--- src/rtl/irq_halt_pkg.sv ---
package irq_halt_pkg;
   typedef enum logic {
      HS_RUN  = 1'b0,
      HS_PARK = 1'b1
   } halt_state_e;
endpackage

--- src/rtl/irq_tick_counter.sv ---
module irq_tick_counter #(
   parameter int CNT_W          = 16,
   parameter int DEFAULT_PERIOD = 10000
) (
   input  logic             clk,
   input  logic             rst,
   input  logic             step_i,
   input  logic             sync_i,
   input  logic             per_wr_i,
   input  logic [CNT_W-1:0] per_data_i,
   output logic [CNT_W-1:0] cnt_o,
   output logic [CNT_W-1:0] per_o,
   output logic             zero_o,
   output logic             req_o
);
   localparam logic [CNT_W-1:0] RST_PER = CNT_W'(DEFAULT_PERIOD);

   logic [CNT_W-1:0] cnt_q;
   logic [CNT_W-1:0] per_q;
   logic             req_q;

   assign zero_o = (cnt_q == '0);

   always_ff @(posedge clk) begin
      if (rst) begin
         cnt_q <= RST_PER;
         per_q <= RST_PER;
         req_q <= 1'b0;
      end else begin
         // request lives for one cycle: consumed whether taken or not
         req_q <= step_i & zero_o & sync_i;
         if (step_i) begin
            cnt_q <= zero_o ? per_q : cnt_q - 1'b1;
         end
         if (per_wr_i) begin
            per_q <= per_data_i;
         end
      end
   end

   assign cnt_o = cnt_q;
   assign per_o = per_q;
   assign req_o = req_q;
endmodule

--- src/rtl/irq_vector_sel.sv ---
module irq_vector_sel #(
   parameter int VEC_W   = 16,
   parameter bit MODE_EN = 1'b1
) (
   input  logic [VEC_W/2-1:0] base_i,
   input  logic [VEC_W-1:0]   ext_i,
   input  logic               mode_i,
   output logic [VEC_W-1:0]   target_o
);
   localparam int HALF_W = VEC_W / 2;

   generate
      if (MODE_EN) begin : g_base_mode
         assign target_o = mode_i ? {base_i, {HALF_W{1'b1}}} : ext_i;
      end else begin : g_ext_only
         logic unused_sel;
         assign unused_sel = &{1'b0, base_i, mode_i};
         assign target_o   = ext_i;
      end
   endgenerate
endmodule

--- src/rtl/irq_halt_fsm.sv ---
module irq_halt_fsm
   import irq_halt_pkg::*;
(
   input  logic clk,
   input  logic rst,
   input  logic halt_i,
   input  logic zero_i,
   output logic halted_o,
   output logic release_o
);
   halt_state_e st_q, st_d;

   always_comb begin
      st_d = st_q;
      unique case (st_q)
         HS_RUN:  if (halt_i && !zero_i) st_d = HS_PARK;
         HS_PARK: if (zero_i)            st_d = HS_RUN;
         default: st_d = HS_RUN;
      endcase
   end

   always_ff @(posedge clk) begin
      if (rst) st_q <= HS_RUN;
      else     st_q <= st_d;
   end

   assign halted_o  = (st_q == HS_PARK);
   assign release_o = (halted_o | halt_i) & zero_i;
endmodule

--- src/rtl/irq_halt_ctl.sv ---
module irq_halt_ctl #(
   parameter int CNT_W          = 16,
   parameter int DEFAULT_PERIOD = 10000,
   parameter int VEC_W          = 16,
   parameter int STAT_LO        = 5,
   parameter int STAT_W         = 2,
   parameter bit MODE_EN        = 1'b1
) (
   input  logic               clk,
   input  logic               rst,
   input  logic               retire_i,
   input  logic               halt_i,
   input  logic               sync_i,
   input  logic               ie_i,
   input  logic               vec_mode_i,
   input  logic [VEC_W/2-1:0] vec_base_i,
   input  logic [VEC_W-1:0]   ext_vec_i,
   input  logic               ext_vld_i,
   input  logic               per_wr_i,
   input  logic [CNT_W-1:0]   per_data_i,
   output logic               take_o,
   output logic               push_o,
   output logic [VEC_W-1:0]   target_o,
   output logic               halted_o,
   output logic               set_ie_o,
   output logic [STAT_W-1:0]  stat_o
);
   generate
      if (CNT_W < STAT_LO + STAT_W) begin : g_bad_stat
         $error("status field lies outside the counter");
      end
      if (CNT_W < 31 && DEFAULT_PERIOD >= (1 << CNT_W)) begin : g_bad_per
         $error("default period does not fit the counter");
      end
      if (VEC_W % 2 != 0) begin : g_bad_vec
         $error("vector width must be even");
      end
   endgenerate

   logic [CNT_W-1:0] cnt_w;
   logic [CNT_W-1:0] per_w;
   logic             zero_w;
   logic             req_w;
   logic             step_w;

   assign step_w = retire_i | halt_i | halted_o;

   irq_tick_counter #(
      .CNT_W         (CNT_W),
      .DEFAULT_PERIOD(DEFAULT_PERIOD)
   ) cnt_i (
      .clk       (clk),
      .rst       (rst),
      .step_i    (step_w),
      .sync_i    (sync_i),
      .per_wr_i  (per_wr_i),
      .per_data_i(per_data_i),
      .cnt_o     (cnt_w),
      .per_o     (per_w),
      .zero_o    (zero_w),
      .req_o     (req_w)
   );

   irq_vector_sel #(
      .VEC_W  (VEC_W),
      .MODE_EN(MODE_EN)
   ) vsel_i (
      .base_i  (vec_base_i),
      .ext_i   (ext_vec_i),
      .mode_i  (vec_mode_i),
      .target_o(target_o)
   );

   irq_halt_fsm hfsm_i (
      .clk      (clk),
      .rst      (rst),
      .halt_i   (halt_i),
      .zero_i   (zero_w),
      .halted_o (halted_o),
      .release_o(set_ie_o)
   );

   assign take_o = req_w & ie_i & ext_vld_i;
   assign push_o = take_o;
   assign stat_o = cnt_w[STAT_LO +: STAT_W];
endmodule

--- config.mk ---
export PLATFORM = sky130hd
export DESIGN_NAME = irq_halt_ctl
export DESIGN_NICKNAME = d
export VERILOG_FILES = /design/src/rtl/irq_halt_pkg.sv /design/src/rtl/irq_tick_counter.sv /design/src/rtl/irq_vector_sel.sv /design/src/rtl/irq_halt_fsm.sv /design/src/rtl/irq_halt_ctl.sv
export SDC_FILE = /design/constraint.sdc
export NUM_CORES = 1
export LEC_CHECK = 0
export ABC_CLOCK_PERIOD_IN_PS = 2900
export BUFFER_PORTS_ARGS = -buffer_cell sky130_fd_sc_hd__buf_2
export CAP_MARGIN = 20
export CORE_AREA = 2 2 92 77
export CTS_CLUSTER_SIZE = 24
export DETAILED_ROUTE_END_ITERATION = 7
export DIE_AREA = 0 0 94 79
export GPL_TIMING_DRIVEN = 1
export SLEW_MARGIN = 10
export SYNTH_ARGS = -nofsm -noshare
export SYNTH_HDL_FRONTEND = slang
export SYNTH_SLANG_ARGS = --single-unit
--- constraint.sdc ---
create_clock -name clk -period 2.9 [get_ports clk]
set_clock_uncertainty 0.1 [all_clocks]
set_input_delay 0.145 -clock clk [delete_from_list [all_inputs] [get_ports clk]]
set_output_delay 0.145 -clock clk [all_outputs]
set_load 0.1 [all_outputs]
# Yosys cells after proc, flatten, opt, wreduce, memory -nomap -nowiden
# Cells that the tools add are included.
[op_classes] reduce_logical=3 bitwise_logic=9 addsub=1 muxes=5
[op_table] op="16-bit 2-to-1 mux" n=2
[op_table] op="16-bit logical NOT" n=1
[op_table] op="16-bit by 1-bit subtractor with 16-bit output (second input constant)" n=1
[op_table] op="1-bit AND" n=5
[op_table] op="1-bit bitwise OR" n=3
[op_table] op="1-bit 2-to-1 mux" n=2
[op_table] op="1-bit one-hot mux with 2 select lines" n=1
[op_table] op="1-bit logical AND" n=1
[op_table] op="1-bit logical NOT" n=1
[op_table] op="1-bit NOT" n=1
[totals] in_bits=49 register_bits=34 wordCells=22

# Longest topological paths before layout
[depth] word_depth=5 mapped_depth=8 ltp_nobuf=6

# Cells and area by module
# From an unflattened synthesis, not the netlist that was laid out.
[hier_totals] hier_cells=228 area_unflattened_um2=1944.4
[by_module_without_submodules] mod="irq_tick_counter" instances=1 seq_area_each_um2=660.6 area_each_um2=1707.9 cells_per_inst=203
[by_module_without_submodules] mod="irq_vector_sel" instances=1 seq_area_each_um2=0.0 area_each_um2=173.9 cells_per_inst=18
[by_module_without_submodules] mod="irq_halt_fsm" instances=1 seq_area_each_um2=20.0 area_each_um2=42.5 cells_per_inst=4
[by_module_without_submodules] mod="irq_halt_ctl" instances=1 seq_area_each_um2=0.0 area_each_um2=20.0 cells_per_inst=3

# Worst setup path after synthesis
# No wires, ideal clock.
[synth_path] path_type="reg-to-output" from="register cnt_i.cnt_q[0], in the netlist cnt_i.cnt_o[0]" to="output port set_ie_o" path_stages_with_launch=8 path_buffers=2 t_arrival_ns=3.223 path_slack_ns=-0.568 required_time_ns=2.655 path_cell_list="dfxtp_1 > inv_1 > ha_1 > or4b_1 > or4_4 > buf_6 > buf_2 > nor2_1"
[synth_between] elab_chain_cells=2
[synth_lines] element="from (decl)" line_no="irq_tick_counter.sv:18" text="logic [CNT_W-1:0] cnt_q;"
[synth_lines] element="from (signal assigned)" line_no="irq_tick_counter.sv:33" text="cnt_q <= zero_o ? per_q : cnt_q - 1'b1;"
[synth_lines] element="16-bit logical NOT" line_no="irq_tick_counter.sv:22" text="assign zero_o = (cnt_q == '0);"
[synth_lines] element="1-bit AND" line_no="irq_halt_fsm.sv:28" text="assign release_o = (halted_o | halt_i) & zero_i;"
[synth_lines] element="to (decl)" line_no="irq_halt_ctl.sv:25" text="output logic set_ie_o,"
# No other way between the ends.

# Final worst setup path
# Same ends and word-level chain as after synthesis.

==> flow_metrics.tcl <==
set metrics [dict create \
    core.rowCount 27 \
    synthDistinctLibCells 49 \
    yosys_warnings 0 \
    finalPower_mw 1.27 \
    synth_top_cell_by_area "dfxtp_1" \
    die_y_um 79 \
    routabilityCongestion 0.768 \
    rr_startpoint "cnt_i.cnt_o[0]" \
    drtIter0Drc 129 \
    hold_viol 0 \
    diodes 0 \
    dp_hpwl_mm 3.47 \
    root_buffer "clkbuf_8" \
    wirelength_mm 4.88 \
    fin_nets 334 \
    yosys-top-cells-count "dfxtp_1, nor2_1, mux2i_1, a21oi_1" \
    worst_slew_pin_slew_ns 0.774 \
    yosysMostFrequentCell "dfxtp_1" \
    cts_max_level 2 \
    synthFlopType "dfxtp_1" \
    end_kind "primary output" \
    status "finished, final reports clean" \
    ys_top_cells_by_area "dfxtp_1, mux2i_1, mux2_2" \
    fin_cells 369 \
    vdd_drop_max_mv 0.275 \
    switching_power_mw 0.459 \
    numCtsBuffers 5 \
    synthCells 207 \
    clkSinkCount 34 \
    synthesis.area_um2 1830 \
    timing.final.crit_share 0.933 \
    floorplan.die_area_um2 7430 \
    fin_crit_ns 2.71 \
    grt_antenna_before_repair 0 \
    r2r_setup_slack_ns 0.35 \
    powerDensity_nw_per_um2 517 \
    placed_cell_area_um2 2250 \
    top_level_ports 71 \
    die_x_um 94 \
    synth.area.mux_share 0.166 \
    num-fill-cells 694 \
    avgViaCountPerCell 4.97 \
    grt_pass1_vias 1692 \
    setup-violations-final 0 \
    comb_power_share 0.311 \
    clk_latency_ns 0.28 \
    min_from "per_data_i[5]" \
    crit_arrival_ns 2.46 \
    whs_endpoint "cnt_i.per_o[5]" \
    avgSynthCellArea_um2 8.86 \
    wl_per_cell_um 13.2 \
    path_clk_slew_ns 0.07 \
    start_kind "register" \
    drcViolationCount 0 \
    port-buffer-count 70 \
    syn_to_final_growth_pct 34.2 \
    grt_overflow 0 \
    synth_compound_area_frac 0.157 \
    synth_xor_area_frac 0 \
    seq_area_frac_synth 0.371 \
    maxCapViolCount 0 \
    crit_type "register to primary output" \
    async_reset_ff_frac 0 \
    synthAdderAreaFrac 0.0136 \
    core_area_um2 6590 \
    p_leak_nw 1.07 \
    drtPass1Iterations 4 \
    antenna_left 0 \
    cts.path.max_buffers 2 \
    critPathMaxFanout 14 \
    vias 1833 \
    grt_max_degree 28 \
    tritoncts "done" \
    worstHoldPathType "input pin to register" \
    timing.rr.end "cnt_i.cnt_o[2]" \
    grt_pass1_wl_mm 7.84 \
    p_seq_frac 0.419 \
    synth_fp_nets 258 \
    ys_ff_latch 34 \
    tns_ns 0 \
    grt_setup_unrepaired "no" \
    initial_core_util 0.278 \
    intPower_mw 0.814 \
    swShare 0.361 \
    synthSimpleGateAreaFrac 0.233 \
    worst_ep_required_time_ns 2.65 \
    stdcell_area_um2 2460 \
    synth_top_family_by_area "simple AND/OR/NAND/NOR gates" \
    grtUsageTotal 0.133 \
    p_clk_frac 0.270 \
    drive_gt1_frac 0.355 \
    final-max-slew-violation-count 0 \
    post_cts_buffers 0 \
    timing.fmax_mhz 370 \
    dp.cells 350 \
    relSlewSlack 0.477 \
    rr_worst_depth 6 \
    synth_top_area_share 0.371 \
    hold_depth 3 \
    synth_edf_count 0 \
]
[through the flow]
| stage | setup slack (ns) | hold slack (ns) | utilization |
|---|---|---|---|
| CTS | 0.0791 | 0.00153 | 0.372 |
| floorplan | 0.197 | 0.173 | - |
| global route | 0.0712 | 0.0140 | 0.374 |
| detailed placement | 0.264 | 0.265 | 0.342 |
| global placement | 0.335 | 0.265 | 0.342 |
| finish | 0.194 | 0.00919 | 0.374 |
[logic make-up after synthesis]
logic type / count (synthesis)
simple gates: 77
compound gates: 42
flops: 34
mux: 29
buf+inv: 23
fa+ha+maj: 2
[critical path, stage by stage, from the launching register on]
cell     delay [ns]
dfxtp_1        0.34
inv_1          0.10
ha_1           0.24
or4b_1         0.54
or4_4          0.59
nor2_4         0.18
buf_12         0.18
[state kept, by name, summed over array words and instances, names as in the netlist]
signal / count
cnt_i.cnt_o: 16
cnt_i.per_o: 16
cnt_i.req_o: 1
hfsm_i.halted_o: 1
[final cells by class]
class	instances	area, um2	area share
multi-input combinational	150	1050	0.428
sequential	34	681	0.276
timing repair buffer	85	510	0.207
tap	87	109	0.0442
clock buffer	6	82.6	0.0335
inverter	7	26.3	0.0107
[routing by layer]
| metal | vias to the layer above | GRT usage | routed length [um] |
|---|---|---|---|
| met5 | - | 0 | 0 |
| met3 | 10 | 0.0342 | 378 |
| met2 | 89 | 0.212 | 2150 |
| li1 | 917 | - | - |
| met1 | 817 | 0.175 | 2290 |
| met4 | 0 | 0.0478 | 63 |
[layout by cell type (no fill, tap or decap), types with 2 or more instances in the layout]
cell           count
a211oi_1           2
ha_1               2
or3_1              5
o41ai_1            3
buf_2             69
or4_1              4
nor3_1             7
nor2_1            20
a21oi_1            9
mux2_2             8
dlygate4sd3_1     13
a22oi_1            3
o31ai_1            2
and3_1             3
nor4_1             5
o21ai_0            6
clkbuf_8           6
nand2_1            8
o21ai_1            3
o2bb2ai_1          5
inv_1              6
mux2i_1           20
or2_2              8
buf_4              2
nand3_1            4
dfxtp_1           34
a32o_1             2
[power groups by stage]
stage | Sequential (mW) | Combinational [mW] | Clock [mW]
finish | 0.533 | 0.397 | 0.344
global route | 0.539 | 0.427 | 0.379
CTS | 0.532 | 0.397 | 0.356
detailed placement | 0.543 | 0.384 | 0
global placement | 0.542 | 0.378 | 0
floorplan | 0.540 | 0.302 | 0
[what timing repair did]
action,4_1_cts,5_1_grt
resized for setup,0,0
setup endpoints to repair,0,1
endpoints found under the hold margin,12,1
hold buffers,12,1
[worst max path at each step]
stage | slack (ns) | to | start | cells past startpoint
after floorplan | 0.20 | set_ie_o | cnt_i.cnt_o[0] | 7
after global placement | 0.33 | cnt_i.cnt_o[2] | cnt_i.cnt_o[0] | 6
after detailed placement | 0.26 | cnt_i.cnt_o[2] | cnt_i.cnt_o[0] | 6
after CTS | 0.08 | set_ie_o | cnt_i.cnt_o[0] | 6
after global routing | 0.07 | set_ie_o | cnt_i.cnt_o[0] | 6
final | 0.19 | set_ie_o | cnt_i.cnt_o[0] | 6
No activity file was read; power rests on OpenSTA's default activity.
